[config.mk]
export PLATFORM = sky130hd
export DESIGN_NAME = char_attr_pipe
export DESIGN_NICKNAME = d
export VERILOG_FILES = /design/src/rtl/cap_pkg.sv /design/src/rtl/cap_delay_line.sv /design/src/rtl/cap_protect.sv /design/src/rtl/cap_dot_mod.sv /design/src/rtl/char_attr_pipe.sv
export SDC_FILE = /design/constraint.sdc
export NUM_CORES = 1
export LEC_CHECK = 0
export CAP_MARGIN = 25
export CORE_AREA = 4 4 41 43
export CTS_CLUSTER_DIAMETER = 80
export DETAILED_ROUTE_END_ITERATION = 7
export DIE_AREA = 0 0 45 47
export DONT_BUFFER_PORTS = 1
export SYNTH_ARGS = -nofsm -noshare
export SYNTH_HDL_FRONTEND = slang
export SYNTH_HIERARCHICAL = 1
export SYNTH_SLANG_ARGS = --single-unit
[constraint.sdc]
create_clock -name clk -period 2.7 [get_ports clk]
set_clock_uncertainty 0.2 [all_clocks]
set_input_delay 0.27 -clock clk [delete_from_list [all_inputs] [get_ports clk]]
set_output_delay 0.27 -clock clk [all_outputs]
set_load 0.01 [all_outputs]
[src/rtl/cap_pkg.sv]
package cap_pkg;

  localparam int unsigned GP_W = 2;

  // one character cell's attribute set, eight bits wide
  typedef struct packed {
    logic            prot_src;
    logic [GP_W-1:0] gp;
    logic            half;
    logic            rev;
    logic            vsup;
    logic            uline;
    logic            blank;
  } cell_attr_t;

  localparam int unsigned ATTR_W = $bits(cell_attr_t);

endpackage

[src/rtl/cap_delay_line.sv]
module cap_delay_line #(
  parameter int unsigned WIDTH = 9,
  parameter int unsigned DEPTH = 1
) (
  input  logic             clk,
  input  logic             rst_n,
  input  logic [WIDTH-1:0] d_i,
  output logic [WIDTH-1:0] q_o
);

  generate
    if (DEPTH == 0) begin : g_wire
      assign q_o = d_i;
    end else begin : g_regs
      logic [WIDTH-1:0] stg_q [DEPTH];

      always_ff @(posedge clk or negedge rst_n) begin
        if (!rst_n) begin
          for (int k = 0; k < DEPTH; k++) stg_q[k] <= '0;
        end else begin
          stg_q[0] <= d_i;
          for (int k = 1; k < DEPTH; k++) stg_q[k] <= stg_q[k-1];
        end
      end

      assign q_o = stg_q[DEPTH-1];


      first_stage_chk: assert property (@(posedge clk) disable iff (!rst_n)
        $past(rst_n) |-> stg_q[0] == $past(d_i));

      for (genvar s = 1; s < DEPTH; s++) begin : g_stage_chk

        stage_shift_chk: assert property (@(posedge clk) disable iff (!rst_n)
          $past(rst_n) |-> stg_q[s] == $past(stg_q[s-1]));
      end
    end
  endgenerate

endmodule

[src/rtl/cap_protect.sv]
module cap_protect (
  input  logic clk,
  input  logic rst_n,
  input  logic valid_i,
  input  logic half_i,
  input  logic sec_i,
  output logic protect_o,
  output logic dim_o
);

  assign protect_o = half_i | sec_i;
  assign dim_o     = valid_i & protect_o;


  sec_marks_chk: assert property (@(posedge clk) disable iff (!rst_n)
    sec_i |-> protect_o);


  protected_dim_chk: assert property (@(posedge clk) disable iff (!rst_n)
    (valid_i && protect_o) |-> dim_o);


  idle_dark_chk: assert property (@(posedge clk) disable iff (!rst_n)
    !valid_i |-> !dim_o);

endmodule

[src/rtl/cap_dot_mod.sv]
module cap_dot_mod #(
  parameter int unsigned SCAN_W = 4
) (
  input  logic              clk,
  input  logic              rst_n,
  input  logic              valid_i,
  input  logic              blank_i,
  input  logic              vsup_i,
  input  logic              rev_i,
  input  logic              uline_i,
  input  logic [SCAN_W-1:0] scan_line_i,
  input  logic [SCAN_W-1:0] uline_row_i,
  input  logic              dot_i,
  output logic              dot_o
);

  logic ul_hit;
  logic pre_rev;
  logic post_rev;

  assign ul_hit   = uline_i && (scan_line_i == uline_row_i);
  assign pre_rev  = vsup_i ? 1'b0 : (dot_i | ul_hit);
  assign post_rev = pre_rev ^ rev_i;
  assign dot_o    = valid_i & ~blank_i & post_rev;


  blank_dark_chk: assert property (@(posedge clk) disable iff (!rst_n)
    (valid_i && blank_i) |-> !dot_o);


  vsup_rev_chk: assert property (@(posedge clk) disable iff (!rst_n)
    (valid_i && !blank_i && vsup_i) |-> dot_o == rev_i);


  uline_row_chk: assert property (@(posedge clk) disable iff (!rst_n)
    (valid_i && !blank_i && !vsup_i && uline_i && scan_line_i == uline_row_i)
      |-> dot_o == !rev_i);


  idle_dot_chk: assert property (@(posedge clk) disable iff (!rst_n)
    !valid_i |-> !dot_o);

endmodule

[src/rtl/char_attr_pipe.sv]
module char_attr_pipe
  import cap_pkg::*;
#(
  parameter int unsigned DELAY_CYC = 1,
  parameter int unsigned SCAN_W    = 4
) (
  input  logic              clk,
  input  logic              rst_n,
  input  logic              cell_valid_i,
  input  logic              blank_i,
  input  logic              uline_i,
  input  logic              vsup_i,
  input  logic              rev_i,
  input  logic              half_i,
  input  logic [1:0]        gp_i,
  input  logic              sec_lsb_i,
  input  logic [SCAN_W-1:0] scan_line_i,
  input  logic [SCAN_W-1:0] uline_row_i,
  input  logic              dot_i,
  output logic              cell_valid_o,
  output logic              blank_o,
  output logic              uline_o,
  output logic              vsup_o,
  output logic              rev_o,
  output logic              half_o,
  output logic [1:0]        gp_o,
  output logic              protect_o,
  output logic              dim_o,
  output logic              dot_o
);

  localparam int unsigned WORD_W = ATTR_W + 1;

  cell_attr_t        in_attr;
  cell_attr_t        dl_attr;
  logic              dl_valid;
  logic [WORD_W-1:0] in_word;
  logic [WORD_W-1:0] dl_word;

  always_comb begin
    in_attr          = '0;
    in_attr.blank    = blank_i;
    in_attr.uline    = uline_i;
    in_attr.vsup     = vsup_i;
    in_attr.rev      = rev_i;
    in_attr.half     = half_i;
    in_attr.gp       = gp_i;
    in_attr.prot_src = sec_lsb_i;
  end

  assign in_word = {cell_valid_i, in_attr};

  cap_delay_line #(
    .WIDTH (WORD_W),
    .DEPTH (DELAY_CYC)
  ) u_delay (
    .clk   (clk),
    .rst_n (rst_n),
    .d_i   (in_word),
    .q_o   (dl_word)
  );

  assign dl_valid = dl_word[WORD_W-1];
  assign dl_attr  = cell_attr_t'(dl_word[ATTR_W-1:0]);

  assign cell_valid_o = dl_valid;
  assign blank_o      = dl_attr.blank;
  assign uline_o      = dl_attr.uline;
  assign vsup_o       = dl_attr.vsup;
  assign rev_o        = dl_attr.rev;
  assign half_o       = dl_attr.half;
  assign gp_o         = dl_attr.gp;

  cap_protect u_protect (
    .clk       (clk),
    .rst_n     (rst_n),
    .valid_i   (dl_valid),
    .half_i    (dl_attr.half),
    .sec_i     (dl_attr.prot_src),
    .protect_o (protect_o),
    .dim_o     (dim_o)
  );

  cap_dot_mod #(
    .SCAN_W (SCAN_W)
  ) u_dot (
    .clk         (clk),
    .rst_n       (rst_n),
    .valid_i     (dl_valid),
    .blank_i     (dl_attr.blank),
    .vsup_i      (dl_attr.vsup),
    .rev_i       (dl_attr.rev),
    .uline_i     (dl_attr.uline),
    .scan_line_i (scan_line_i),
    .uline_row_i (uline_row_i),
    .dot_i       (dot_i),
    .dot_o       (dot_o)
  );

endmodule

# --- After elaboration in Yosys (flattened, before gate mapping) ---
# Index checks and enable logic that the tools add are counted.
totals:
  elab_cells: 11
  latch_bits: 0
  romBits: 0
  in_bits: 20
  ff_bits: 9
  ramBits: 0
  memories: 0
op_classes:
  reduce_logical: 1
  div: 0
  eq_ne: 1
  addsub: 0
  muxes: 1
  n_lt_le_gt_ge: 0
  bitwise_logic: 7
  n_shift: 0
  mul: 0
op_table:
  columns: ["operator", "n"]
  rows:
  - ["$eq 4x4->1", 1]
  - ["$and 1x1->1", 3]
  - ["$or 1x1->1", 2]
  - ["$logic_and 1x1->1", 1]
  - ["$mux 1", 1]
  - ["$not 1->1", 1]
  - ["$xor 1x1->1", 1]

# --- Logic depth before layout (Yosys ltp) ---
# Gate-level depths: netlist (run 1).
logic_depth:
  ltp_word: 6
  mapped_depth: 4
  mapped_depth_nobuf: 4

# --- By module ---
# Netlist (run 1), hierarchy kept.
modules_own_cells:
  columns: ["module", "instances", "cells_per_inst", "area_each_um2"]
  rows:
  - ["cap_delay_line", 1, 9, 225.2]
  - ["cap_dot_mod", 1, 17, 116.4]
  - ["cap_protect", 1, 2, 13.8]

# --- Worst setup path before layout (run 1) ---
# Ideal clock, no wire load.
synth_timing:
  path_type: "register to output"
  startpoint: "reg u_delay.g_regs.stg_q (netlist bit u_delay/q_o[0])"
  endpoint: "out dot_o"
  slack_ps: 949
  path_stages_with_launch: 5
  t_arrival_ps: 1281
  cell_sequence: "dfrtp_1 nand2b_1 or3b_1 o221ai_1 or3b_1"
synth_between:
  elab_chain_len: 3
synth_rtl:
  columns: ["item", "line", "text"]
  rows:
  - ["start, declared", "cap_delay_line.sv:15", "logic [WIDTH-1:0] stg_q [DEPTH];"]
  - ["$not 1->1", "cap_dot_mod.sv:24", "assign dot_o = valid_i & ~blank_i & post_rev;"]
  - ["$and 1x1->1 (2 in series)", "cap_dot_mod.sv:24", null]
  - ["end, declared", "char_attr_pipe.sv:29", "output logic dot_o"]
# No other way between the ends.

# --- Worst setup path after layout (run 1) ---
# Same ends and word-level chain as after synthesis.

==> impl_metrics.prom, run 1 <==
# TYPE chip_impl_metric gauge
chip_impl_metric{name="peakVddDrop",unit="µV"} 276
chip_impl_metric{name="slew_headroom",unit="%"} 73.6
chip_impl_info{name="worst_setup_path_end_kind",value="primary output"} 1
chip_impl_metric{name="detail_route.first_pass.iterations",unit=""} 4
chip_impl_metric{name="timing.fmax",unit="MHz"} 475
chip_impl_metric{name="seq_area",unit="µm²"} 225
chip_impl_metric{name="synth_cells",unit=""} 28
chip_impl_info{name="hold_path_class",value="primary input to async pin"} 1
chip_impl_metric{name="drt_wl_total",unit="µm"} 783
chip_impl_metric{name="detail-route-antenna-nets",unit=""} 0
chip_impl_info{name="flip_flop_cell_with_the_highest_count_after_synthesis",value="sky130_fd_sc_hd__dfrtp_1"} 1
chip_impl_metric{name="chipHeight",unit="µm"} 47
chip_impl_metric{name="cts.repair.resized",unit=""} 0
chip_impl_metric{name="initial_utilization",unit="%"} 27.3
chip_impl_metric{name="synthDominantCellAreaShare",unit="%"} 63.4
chip_impl_metric{name="critPathArrivalTime",unit="ns"} 1.64
chip_impl_info{name="path_delay_family",value="simple AND/OR/NAND/NOR gates"} 1
chip_impl_info{name="synthTopCellsByArea",value="sky130_fd_sc_hd__dfrtp_1, sky130_fd_sc_hd__nand2b_1, sky130_fd_sc_hd__or3b_1"} 1
chip_impl_metric{name="cts_inserted_buffers",unit=""} 3
chip_impl_metric{name="ys.warnings.count",unit=""} 6
chip_impl_metric{name="power_leakage",unit="nW"} 0.216
chip_impl_metric{name="largest_register_ff_count",unit=""} 9
chip_impl_metric{name="cp.buffers_inverters",unit=""} 0
chip_impl_metric{name="detailroute.via_count",unit=""} 291
chip_impl_metric{name="power.total",unit="mW"} 0.272
chip_impl_info{name="yosys_top_cell_by_area",value="sky130_fd_sc_hd__dfrtp_1"} 1
chip_impl_info{name="element_type_at_the_critical_path_start",value="register"} 1
chip_impl_info{name="critPathMostFrequentCell",value="sky130_fd_sc_hd__or3b_1"} 1
chip_impl_metric{name="mappedNetlistArea",unit="µm²"} 355
chip_impl_info{name="synth_common_cells",value="sky130_fd_sc_hd__dfrtp_1, sky130_fd_sc_hd__inv_1, sky130_fd_sc_hd__nand2b_1"} 1
chip_impl_metric{name="setup_viol",unit=""} 0
chip_impl_metric{name="dieWidth",unit="µm"} 45
chip_impl_metric{name="insertedDiodeCount",unit=""} 0
chip_impl_metric{name="avgSynthCellArea",unit="µm²"} 12.7
chip_impl_metric{name="syn_nets",unit=""} 48
chip_impl_metric{name="drive_above_1_share",unit="%"} 7.14
chip_impl_metric{name="critical-path-max-stage-delay",unit="ns"} 0.41
chip_impl_metric{name="final_max_slew_viol_count",unit=""} 0
chip_impl_metric{name="async_reset_ff_share",unit="%"} 100
chip_impl_metric{name="core_region_area",unit="µm²"} 1300
chip_impl_metric{name="postSynthRegisterBits",unit=""} 9
chip_impl_metric{name="finalCoreUtilization",unit="%"} 38.5
chip_impl_metric{name="timing.setup.tns",unit="ns"} 0
chip_impl_info{name="synth_most_common_cell",value="sky130_fd_sc_hd__dfrtp_1"} 1
chip_impl_metric{name="critical_path.max_fanout",unit=""} 4
chip_impl_metric{name="detail_route.wl_per_cell",unit="µm"} 13.7
chip_impl_metric{name="maxCapViolations",unit=""} 0
chip_impl_metric{name="power-per-cell-area",unit="nW/µm²"} 543
chip_impl_metric{name="clk_path_buf_depth",unit=""} 2
chip_impl_metric{name="syn_to_final_growth",unit="%"} 40.8
chip_impl_metric{name="route.detailed.vias_per_inst",unit=""} 5.11
chip_impl_metric{name="timing_worst_slew_pin_value",unit="ns"} 0.395
chip_impl_metric{name="fraction_of_the_yosys_area_taken_by_sequential_cells",unit="%"} 63.4
chip_impl_metric{name="fin_ws",unit="ns"} 0.594
chip_impl_metric{name="final.min_clock_period",unit="ns"} 2.11
chip_impl_info{name="worstSetupPathType",value="register to primary output"} 1
chip_impl_metric{name="multi_input_gate_area",unit="µm²"} 119
chip_impl_metric{name="clk_transition_reported_paths",unit="ns"} 0.05
chip_impl_metric{name="finalWeightedCongestion",unit=""} 0.743
chip_impl_metric{name="pre_cts_slack",unit="ns"} 0.834
chip_impl_info{name="run_status",value="finished, final reports clean"} 1
chip_impl_metric{name="dp.final_hpwl",unit="µm"} 688
chip_impl_metric{name="nFillCells",unit=""} 122
chip_impl_metric{name="drt_iter0_markers",unit=""} 1
chip_impl_metric{name="placement_rows",unit=""} 13
chip_impl_metric{name="nets",unit=""} 63
chip_impl_info{name="worstSetupStartpoint",value="u_delay/q_o[0]"} 1
chip_impl_metric{name="fp.dieArea",unit="µm²"} 2120
chip_impl_metric{name="synthDistinctLibCells",unit=""} 15
chip_impl_metric{name="maximum_number_of_pins_on_one_net_before_global_route_repair",unit=""} 10
chip_impl_metric{name="ios",unit=""} 31
chip_impl_metric{name="portion_of_the_clock_cycle_consumed_by_the_worst_path_in_the_final_layout",unit="%"} 78.0
chip_impl_metric{name="place_area",unit="µm²"} 374
chip_impl_info{name="cp_slowest_cell",value="sky130_fd_sc_hd__dfrtp_1"} 1
chip_impl_info{name="rsz_0062_raised_after_global_routing",value="no"} 1
chip_impl_metric{name="ctsHtreeMaxLevel",unit=""} 1
chip_impl_metric{name="globalRouteOverflowTotal",unit=""} 0
chip_impl_info{name="clock-root-buffer",value="sky130_fd_sc_hd__clkbuf_4"} 1
chip_impl_info{name="cts_tree",value="yes"} 1
chip_impl_info{name="critical_path.cell_chain",value="nand2b_1 > or3b_1 > o221ai_1 > or3b_1"} 1
chip_impl_metric{name="antenna_found_initial",unit=""} 0
chip_impl_metric{name="remaining_design_rule_violation_count",unit=""} 0
chip_impl_metric{name="hold_violations",unit=""} 0
chip_impl_metric{name="grt_first_pass_wirelength",unit="mm"} 1.18
chip_impl_metric{name="port_buffers",unit=""} 0
chip_impl_metric{name="track_usage",unit="%"} 9.13
chip_impl_metric{name="via_count_of_the_first_global_routing_pass",unit=""} 331
chip_impl_metric{name="design_area",unit="µm²"} 500
chip_impl_metric{name="worstPathRequired",unit="ns"} 2.23
chip_impl_metric{name="synth_edf_count",unit=""} 0
chip_impl_metric{name="clkSinkCount",unit=""} 9
==> final timing paths <==
path / endpoint / slack [ns] / cells after the start
max in group asynchronous: u_delay/q_o[5] / 1.87 / 1
min in group clk: u_delay/q_o[8] / 0.37 / 1
worst max-delay path: dot_o / 0.59 / 4
worst min-delay path: u_delay/q_o[7] / 0.17 / 1
==> power by group <==
part | leakage (nW) | switching (mW) | internal, mW
Clock | 0.0150 | 0.0366 | 0.0563
Sequential | 0.105 | 0.00861 | 0.142
Combinational | 0.0965 | 0.0113 | 0.0167
==> repair_timing <==
item                                   CTS  global route
endpoints found under the hold margin   18             0
hold buffers                            10             0
setup buffers                            0             0
==> layout make-up <==
cell class,count,share of cell area [%]
sequential,9,45.0
clock buffer,4,5.25
inverter,3,2.25
tap,15,3.75
timing repair buffer,10,20.0
multi-input combinational,16,23.8
==> metrics by stage <==
step / hold WS (ns) / cells
finish: 0.170 / 57
global route: 0.176 / 57
CTS: 0.162 / 57
detailed placement: -0.225 / 43
global placement: -0.225 / 43
floorplan: -0.226 / 28
==> layout by cell type, fill, tap and decap left out, types with 2 or more instances in the layout <==
cell type,instances
sky130_fd_sc_hd__dfrtp_1,9
sky130_fd_sc_hd__inv_1,3
sky130_fd_sc_hd__or3b_1,2
sky130_fd_sc_hd__clkbuf_4,3
sky130_fd_sc_hd__dlygate4sd3_1,10
sky130_fd_sc_hd__nand2b_1,3
==> metal layers <==
metal / global-route usage (%) / up-vias / share of wire, %
met4: 14.0 / 0 / 5.4
met3: 4.60 / 4 / 19
met5: 0 / - / 0
li1: - / 128 / -
met1: 4.26 / 131 / 26
met2: 16.9 / 28 / 49
==> cells by family after synthesis <==
| logic type | synth area share [%] |
|---|---|
| buffers and inverters | 3.17 |
| XOR/XNOR | 2.47 |
| AND/OR/NAND/NOR | 19.0 |
| flip-flops | 63.4 |
| AO/OA/AOI/OAI | 12.0 |
Note: power is estimated with default switching activity, not from simulation.
==> inputs of run 2 (changes only) <==
Clock period 2.7 ns to 2.09 ns, I/O delays scaled along.
==> run 2 against run 1 <==
  * Worst setup slack got worse by 0.50 ns
  * Die area stayed put
  * Global-route usage down 0.16 points
  * Cell count unchanged
  * Combinational power is 43% higher
  * Wire length increased by 0.77%
  * First-iteration DRC count up 100%
  * Sequential cell count did not move
  * Critical endpoint unchanged
==> impl_metrics.prom, run 2 (same netlist as run 1, synthesis figures left out) <==
# TYPE chip_impl_metric gauge
chip_impl_info{name="run_status",value="finished, final reports clean"} 1
chip_impl_info{name="clock-root-buffer",value="sky130_fd_sc_hd__clkbuf_4"} 1
chip_impl_metric{name="fp.dieArea",unit="µm²"} 2120
chip_impl_metric{name="critPathArrivalTime",unit="ns"} 1.58
chip_impl_metric{name="syn_to_final_growth",unit="%"} 46.1
chip_impl_metric{name="cts_inserted_buffers",unit=""} 3
chip_impl_info{name="element_type_at_the_critical_path_start",value="register"} 1
chip_impl_metric{name="critical_path.max_fanout",unit=""} 4
chip_impl_metric{name="grt_first_pass_wirelength",unit="mm"} 1.13
chip_impl_metric{name="insertedDiodeCount",unit=""} 0
chip_impl_metric{name="clk_path_buf_depth",unit=""} 2
chip_impl_metric{name="ios",unit=""} 31
chip_impl_metric{name="power-per-cell-area",unit="nW/µm²"} 690
chip_impl_metric{name="via_count_of_the_first_global_routing_pass",unit=""} 294
chip_impl_info{name="hold_path_class",value="primary input to async pin"} 1
chip_impl_metric{name="design_area",unit="µm²"} 519
chip_impl_metric{name="nets",unit=""} 63
chip_impl_metric{name="largest_register_ff_count",unit=""} 9
chip_impl_metric{name="detailroute.via_count",unit=""} 287
chip_impl_info{name="final_common_cell",value="sky130_fd_sc_hd__dlygate4sd3_1"} 1
chip_impl_metric{name="placement_rows",unit=""} 13
chip_impl_metric{name="clkSinkCount",unit=""} 9
chip_impl_info{name="top_library_cells_by_usage_in_the_layout_fill_and_taps_aside",value="sky130_fd_sc_hd__dlygate4sd3_1, sky130_fd_sc_hd__dfrtp_1, sky130_fd_sc_hd__clkbuf_4, sky130_fd_sc_hd__inv_1"} 1
chip_impl_metric{name="detail_route.wl_per_cell",unit="µm"} 13.8
chip_impl_metric{name="antenna_found_initial",unit=""} 0
chip_impl_metric{name="power_leakage",unit="nW"} 0.221
chip_impl_metric{name="timing_worst_slew_pin_value",unit="ns"} 0.446
chip_impl_metric{name="nFillCells",unit=""} 125
chip_impl_metric{name="hold_violations",unit=""} 0
chip_impl_metric{name="maximum_number_of_pins_on_one_net_before_global_route_repair",unit=""} 10
chip_impl_metric{name="peakVddDrop",unit="µV"} 368
chip_impl_metric{name="port_buffers",unit=""} 0
chip_impl_metric{name="place_area",unit="µm²"} 374
chip_impl_metric{name="final.min_clock_period",unit="ns"} 1.99
chip_impl_metric{name="drive_above_1_share",unit="%"} 16.7
chip_impl_metric{name="drt_iter0_markers",unit=""} 2
chip_impl_metric{name="final_max_slew_viol_count",unit=""} 0
chip_impl_metric{name="cp.buffers_inverters",unit=""} 0
chip_impl_info{name="cp_slowest_cell",value="sky130_fd_sc_hd__dfrtp_1"} 1
chip_impl_metric{name="remaining_design_rule_violation_count",unit=""} 0
chip_impl_info{name="path_delay_family",value="simple AND/OR/NAND/NOR gates"} 1
chip_impl_metric{name="critical-path-max-stage-delay",unit="ns"} 0.42
chip_impl_info{name="critical_path.cell_chain",value="nand2b_4 > or3b_4 > o221ai_2 > or3b_4"} 1
chip_impl_info{name="cts_tree",value="yes"} 1
chip_impl_metric{name="chipHeight",unit="µm"} 47
chip_impl_metric{name="clk_transition_reported_paths",unit="ns"} 0.05
chip_impl_info{name="rsz_0062_raised_after_global_routing",value="no"} 1
chip_impl_metric{name="worstPathRequired",unit="ns"} 1.68
chip_impl_metric{name="dp.final_hpwl",unit="µm"} 678
chip_impl_info{name="critPathMostFrequentCell",value="sky130_fd_sc_hd__or3b_4"} 1
chip_impl_metric{name="setup_viol",unit=""} 0
chip_impl_metric{name="timing.fmax",unit="MHz"} 502
chip_impl_metric{name="slew_headroom",unit="%"} 70.3
chip_impl_metric{name="dieWidth",unit="µm"} 45
chip_impl_metric{name="maxCapViolations",unit=""} 0
chip_impl_metric{name="globalRouteOverflowTotal",unit=""} 0
chip_impl_metric{name="portion_of_the_clock_cycle_consumed_by_the_worst_path_in_the_final_layout",unit="%"} 95.3
chip_impl_metric{name="core_region_area",unit="µm²"} 1300
chip_impl_metric{name="detail-route-antenna-nets",unit=""} 0
chip_impl_metric{name="drt_wl_total",unit="µm"} 789
chip_impl_info{name="worstSetupPathType",value="register to primary output"} 1
chip_impl_metric{name="track_usage",unit="%"} 8.97
chip_impl_metric{name="timing.setup.tns",unit="ns"} 0
chip_impl_metric{name="route.detailed.vias_per_inst",unit=""} 5.04
chip_impl_info{name="worst_setup_path_end_kind",value="primary output"} 1
chip_impl_metric{name="ctsHtreeMaxLevel",unit=""} 1
chip_impl_metric{name="initial_utilization",unit="%"} 27.3
chip_impl_metric{name="finalWeightedCongestion",unit=""} 0.786
chip_impl_metric{name="detail_route.first_pass.iterations",unit=""} 4
## run 2: cell counts in the layout (fill, tap and decap cells not counted)
Identical to the previous run, type by type.
## run 2: what timing repair did
item,CTS,global route
hold buffers,10,0
cloned,0,0
setup endpoints to repair,1,1
endpoints found under the hold margin,18,0
resized for setup,2,2
setup buffers,0,0
## run 2: final cells by class
cell class,instances,area (µm²),share of cell area (%)
Multi-Input combinational cell,16,138,26.5
Clock buffer,4,26.3,5.06
Tap cell,15,18.8,3.61
Sequential cell,9,225,43.4
Timing Repair Buffer,10,100,19.3
Inverter,3,11.3,2.17
## run 2: metrics by stage
step / setup WS [ns] / utilization, % / power [mW] / hold slack (ns) / instances
2_1_floorplan: 0.400 / - / 0.212 / -0.287 / 28
3_5_place_dp: 0.250 / 28.7 / 0.217 / -0.286 / 43
6_report: 0.0979 / 39.9 / 0.358 / 0.0974 / 57
5_1_grt: 0.0253 / 39.9 / 0.386 / 0.111 / 57
4_1_cts: 0.0286 / 39.2 / 0.362 / 0.0971 / 57
3_3_place_gp: 0.322 / 28.7 / 0.216 / -0.286 / 43
## run 2: where the power goes
| group | leakage [nW] | switching [mW] | total (mW) | internal [mW] |
|---|---|---|---|---|
| clock | 0.0150 | 0.0501 | 0.123 | 0.0729 |
| sequential | 0.105 | 0.0119 | 0.195 | 0.183 |
| combinational | 0.101 | 0.0152 | 0.0400 | 0.0248 |
## run 2: final timing paths
path	slack [ns]	start	end	cells after the start
min in group clk	0.31	vsup_i	u_delay/q_o[2]	1
max in group asynchronous	1.34	rst_n	u_delay/q_o[1]	1
worst max-delay path	0.1	u_delay/q_o[0]	dot_o	4
worst min-delay path	0.1	rst_n	u_delay/q_o[8]	1
## run 2: metal layers
metal	part of all wire, %	GRT usage, %	wire length, µm
met5	0	0	0
met4	5.3	14.0	42
met1	29	5.20	228
met2	47	15.8	371
met3	19	3.83	147
==> inputs of run 3 (changes only) <==
--- a/config.mk
+++ b/config.mk
@@ -13,2 +13,3 @@
 export DONT_BUFFER_PORTS = 1
+export SKIP_LAST_GASP = 1
 export SYNTH_ARGS = -nofsm -noshare
==> constraint.sdc (replaced) <==
create_clock -name clk -period 2.09 [get_ports clk]
set_clock_uncertainty 0.2 [all_clocks]
set_input_delay 0 -clock clk [delete_from_list [all_inputs] [get_ports clk]]
set_output_delay 0 -clock clk [all_outputs]
set_load 0.01 [all_outputs]
==> run 3 against run 2 <==
  * Power is 1.5% lower
  * Non-clock buffer count is 1 higher
  * Die area stayed put
  * Cell count is 1.8% higher
  * Count of clock-buffer cells in the layout stayed put
  * Wire length is 2.4% higher
  * Final area is 1.7% lower
  * Critical path type unchanged
  * Largest power group unchanged
  * Highest routed layer unchanged
==> impl_metrics.prom, run 3 (same netlist as run 1, synthesis figures left out) <==
# TYPE chip_impl_metric gauge
chip_impl_info{name="run_status",value="finished, final reports clean"} 1
chip_impl_info{name="hold_path_class",value="primary input to register"} 1
chip_impl_metric{name="clkSinkCount",unit=""} 9
chip_impl_metric{name="dieWidth",unit="µm"} 45
chip_impl_metric{name="core_region_area",unit="µm²"} 1300
chip_impl_metric{name="finalHoldWorstSlack",unit="ns"} 0.102
chip_impl_metric{name="hold_violations",unit=""} 0
chip_impl_metric{name="detail-route-antenna-nets",unit=""} 0
chip_impl_info{name="critPathMostFrequentCell",value="sky130_fd_sc_hd__or3b_1"} 1
chip_impl_metric{name="p_switching",unit="mW"} 0.0739
chip_impl_metric{name="fp.dieArea",unit="µm²"} 2120
chip_impl_metric{name="final_max_slew_viol_count",unit=""} 0
chip_impl_metric{name="detail_route.first_pass.iterations",unit=""} 4
chip_impl_metric{name="route.detailed.vias_per_inst",unit=""} 5.10
chip_impl_metric{name="drt_iter0_markers",unit=""} 4
chip_impl_metric{name="drt_wl_total",unit="µm"} 808
chip_impl_metric{name="power.combinational.fraction",unit="%"} 10.6
chip_impl_metric{name="cts.repair_timing.setup_buffer_count",unit=""} 0
chip_impl_metric{name="nFillCells",unit=""} 122
chip_impl_metric{name="power_leakage",unit="nW"} 0.220
chip_impl_metric{name="drive_above_1_share",unit="%"} 6.98
chip_impl_metric{name="chipHeight",unit="µm"} 47
chip_impl_metric{name="remaining_design_rule_violation_count",unit=""} 0
chip_impl_metric{name="initial_utilization",unit="%"} 27.3
chip_impl_metric{name="power-per-cell-area",unit="nW/µm²"} 691
chip_impl_metric{name="number_of_cells_in_the_design_after_placement",unit=""} 43
chip_impl_metric{name="timing.setup.tns",unit="ns"} 0
chip_impl_metric{name="clk_transition_reported_paths",unit="ns"} 0.05
chip_impl_metric{name="track_usage",unit="%"} 8.97
chip_impl_info{name="cts_tree",value="yes"} 1
chip_impl_info{name="cp_slowest_cell",value="sky130_fd_sc_hd__dfrtp_1"} 1
chip_impl_metric{name="ctsHtreeMaxLevel",unit=""} 1
chip_impl_info{name="top_library_cells_by_usage_in_the_layout_fill_and_taps_aside",value="sky130_fd_sc_hd__dlygate4sd3_1, sky130_fd_sc_hd__dfrtp_1, sky130_fd_sc_hd__clkbuf_4, sky130_fd_sc_hd__inv_1, sky130_fd_sc_hd__nand2b_1"} 1
chip_impl_metric{name="peakVddDrop",unit="µV"} 366
chip_impl_metric{name="detailroute.via_count",unit=""} 296
chip_impl_metric{name="maximum_number_of_pins_on_one_net_before_global_route_repair",unit=""} 10
chip_impl_metric{name="grt_first_pass_wirelength",unit="mm"} 1.15
chip_impl_info{name="worstSetupPathType",value="register to primary output"} 1
chip_impl_metric{name="finalWeightedCongestion",unit=""} 0.778
chip_impl_metric{name="largest_register_ff_count",unit=""} 9
chip_impl_metric{name="sequential_group_share_of_total_power",unit="%"} 55.1
chip_impl_metric{name="timing_worst_slew_pin_value",unit="ns"} 0.370
chip_impl_metric{name="timing.fmax",unit="MHz"} 552
chip_impl_metric{name="cts_inserted_buffers",unit=""} 3
chip_impl_info{name="critical_path.cell_chain",value="nand2b_1 > or3b_1 > o221ai_1 > or3b_1"} 1
chip_impl_metric{name="design_area",unit="µm²"} 510
chip_impl_info{name="element_type_at_the_critical_path_start",value="register"} 1
chip_impl_metric{name="switching_share",unit="%"} 20.9
chip_impl_metric{name="via_count_of_the_first_global_routing_pass",unit=""} 300
chip_impl_metric{name="portion_of_the_clock_cycle_consumed_by_the_worst_path_in_the_final_layout",unit="%"} 86.7
chip_impl_metric{name="place_area",unit="µm²"} 374
chip_impl_metric{name="port_buffers",unit=""} 0
chip_impl_metric{name="worstPathRequired",unit="ns"} 1.89
chip_impl_metric{name="antenna_found_initial",unit=""} 0
chip_impl_metric{name="p_clk_share",unit="%"} 34.2
chip_impl_metric{name="placement_rows",unit=""} 13
chip_impl_metric{name="seq_area",unit="µm²"} 225
chip_impl_metric{name="final.min_clock_period",unit="ns"} 1.81
chip_impl_metric{name="critical-path-max-stage-delay",unit="ns"} 0.41
chip_impl_info{name="worst_setup_path_end_kind",value="primary output"} 1
chip_impl_info{name="rsz_0062_raised_after_global_routing",value="no"} 1
chip_impl_metric{name="critical_path.max_fanout",unit=""} 4
chip_impl_metric{name="maxCapViolations",unit=""} 0
chip_impl_metric{name="nets",unit=""} 64
chip_impl_metric{name="slew_headroom",unit="%"} 75.3
chip_impl_metric{name="detail_route.wl_per_cell",unit="µm"} 13.9
chip_impl_metric{name="setup_viol",unit=""} 0
chip_impl_metric{name="internal_power",unit="mW"} 0.279
chip_impl_metric{name="clk_path_buf_depth",unit=""} 2
chip_impl_info{name="final_common_cell",value="sky130_fd_sc_hd__dlygate4sd3_1"} 1
chip_impl_metric{name="syn_to_final_growth",unit="%"} 43.7
chip_impl_metric{name="globalRouteOverflowTotal",unit=""} 0
chip_impl_metric{name="multi_input_gate_area",unit="µm²"} 119
chip_impl_metric{name="ios",unit=""} 31
chip_impl_metric{name="stdcell_count",unit=""} 58
chip_impl_info{name="clock-root-buffer",value="sky130_fd_sc_hd__clkbuf_4"} 1
chip_impl_metric{name="insertedDiodeCount",unit=""} 0
chip_impl_metric{name="critPathArrivalTime",unit="ns"} 1.61
## run 3: metal layers
| metal | wire, µm | GRT usage, % | vias to the layer above |
|---|---|---|---|
| li1 | - | - | 133 |
| met3 | 179 | 5.36 | 4 |
| met5 | 0 | 0 | - |
| met4 | 42 | 14.0 | 0 |
| met2 | 380 | 15.8 | 29 |
| met1 | 205 | 4.26 | 130 |
## run 3: critical path, delay by kind of cell (launching register included)
family | cells | cell delay, ns
AND/OR/NAND/NOR | 3 | 0.78
flip-flops | 1 | 0.41
AO/OA/AOI/OAI | 1 | 0.17
## run 3: final cells by class
cell class | count | share of cell area [%]
clock buffer | 4 | 5.15
inverter | 3 | 2.21
multi-input combinational | 16 | 23.3
sequential | 9 | 44.1
tap | 15 | 3.68
timing repair buffer | 11 | 21.6
## run 3: worst paths after layout
path,startpoint,endpoint,cells past startpoint
setup / recovery,u_delay/q_o[0],dot_o,4
hold / removal,cell_valid_i,u_delay/q_o[8],1
max in group asynchronous,rst_n,u_delay/q_o[4],2
min in group asynchronous,rst_n,u_delay/q_o[3],2
## run 3: power by group through the flow
stage	combinational, mW	sequential, mW	clock (mW)
final	0.0375	0.195	0.121
after global routing	0.0410	0.195	0.148
after CTS	0.0375	0.195	0.128
after detailed placement	0.0190	0.198	0
after global placement	0.0179	0.198	0
after floorplan	0.0165	0.195	0
## run 3: what timing repair did
| action | in CTS | in global routing |
|---|---|---|
| resized for setup | 0 | 0 |
| hold buffers | 11 | 0 |
| hold endpoints to repair | 18 | 0 |
## run 3: metrics by stage
stage	setup slack (ns)	utilization (%)	total power, mW
2_1_floorplan	0.609	-	0.212
3_3_place_gp	0.529	28.7	0.216
3_5_place_dp	0.515	28.7	0.217
4_1_cts	0.239	39.2	0.361
5_1_grt	0.192	39.2	0.385
6_report	0.278	39.2	0.353
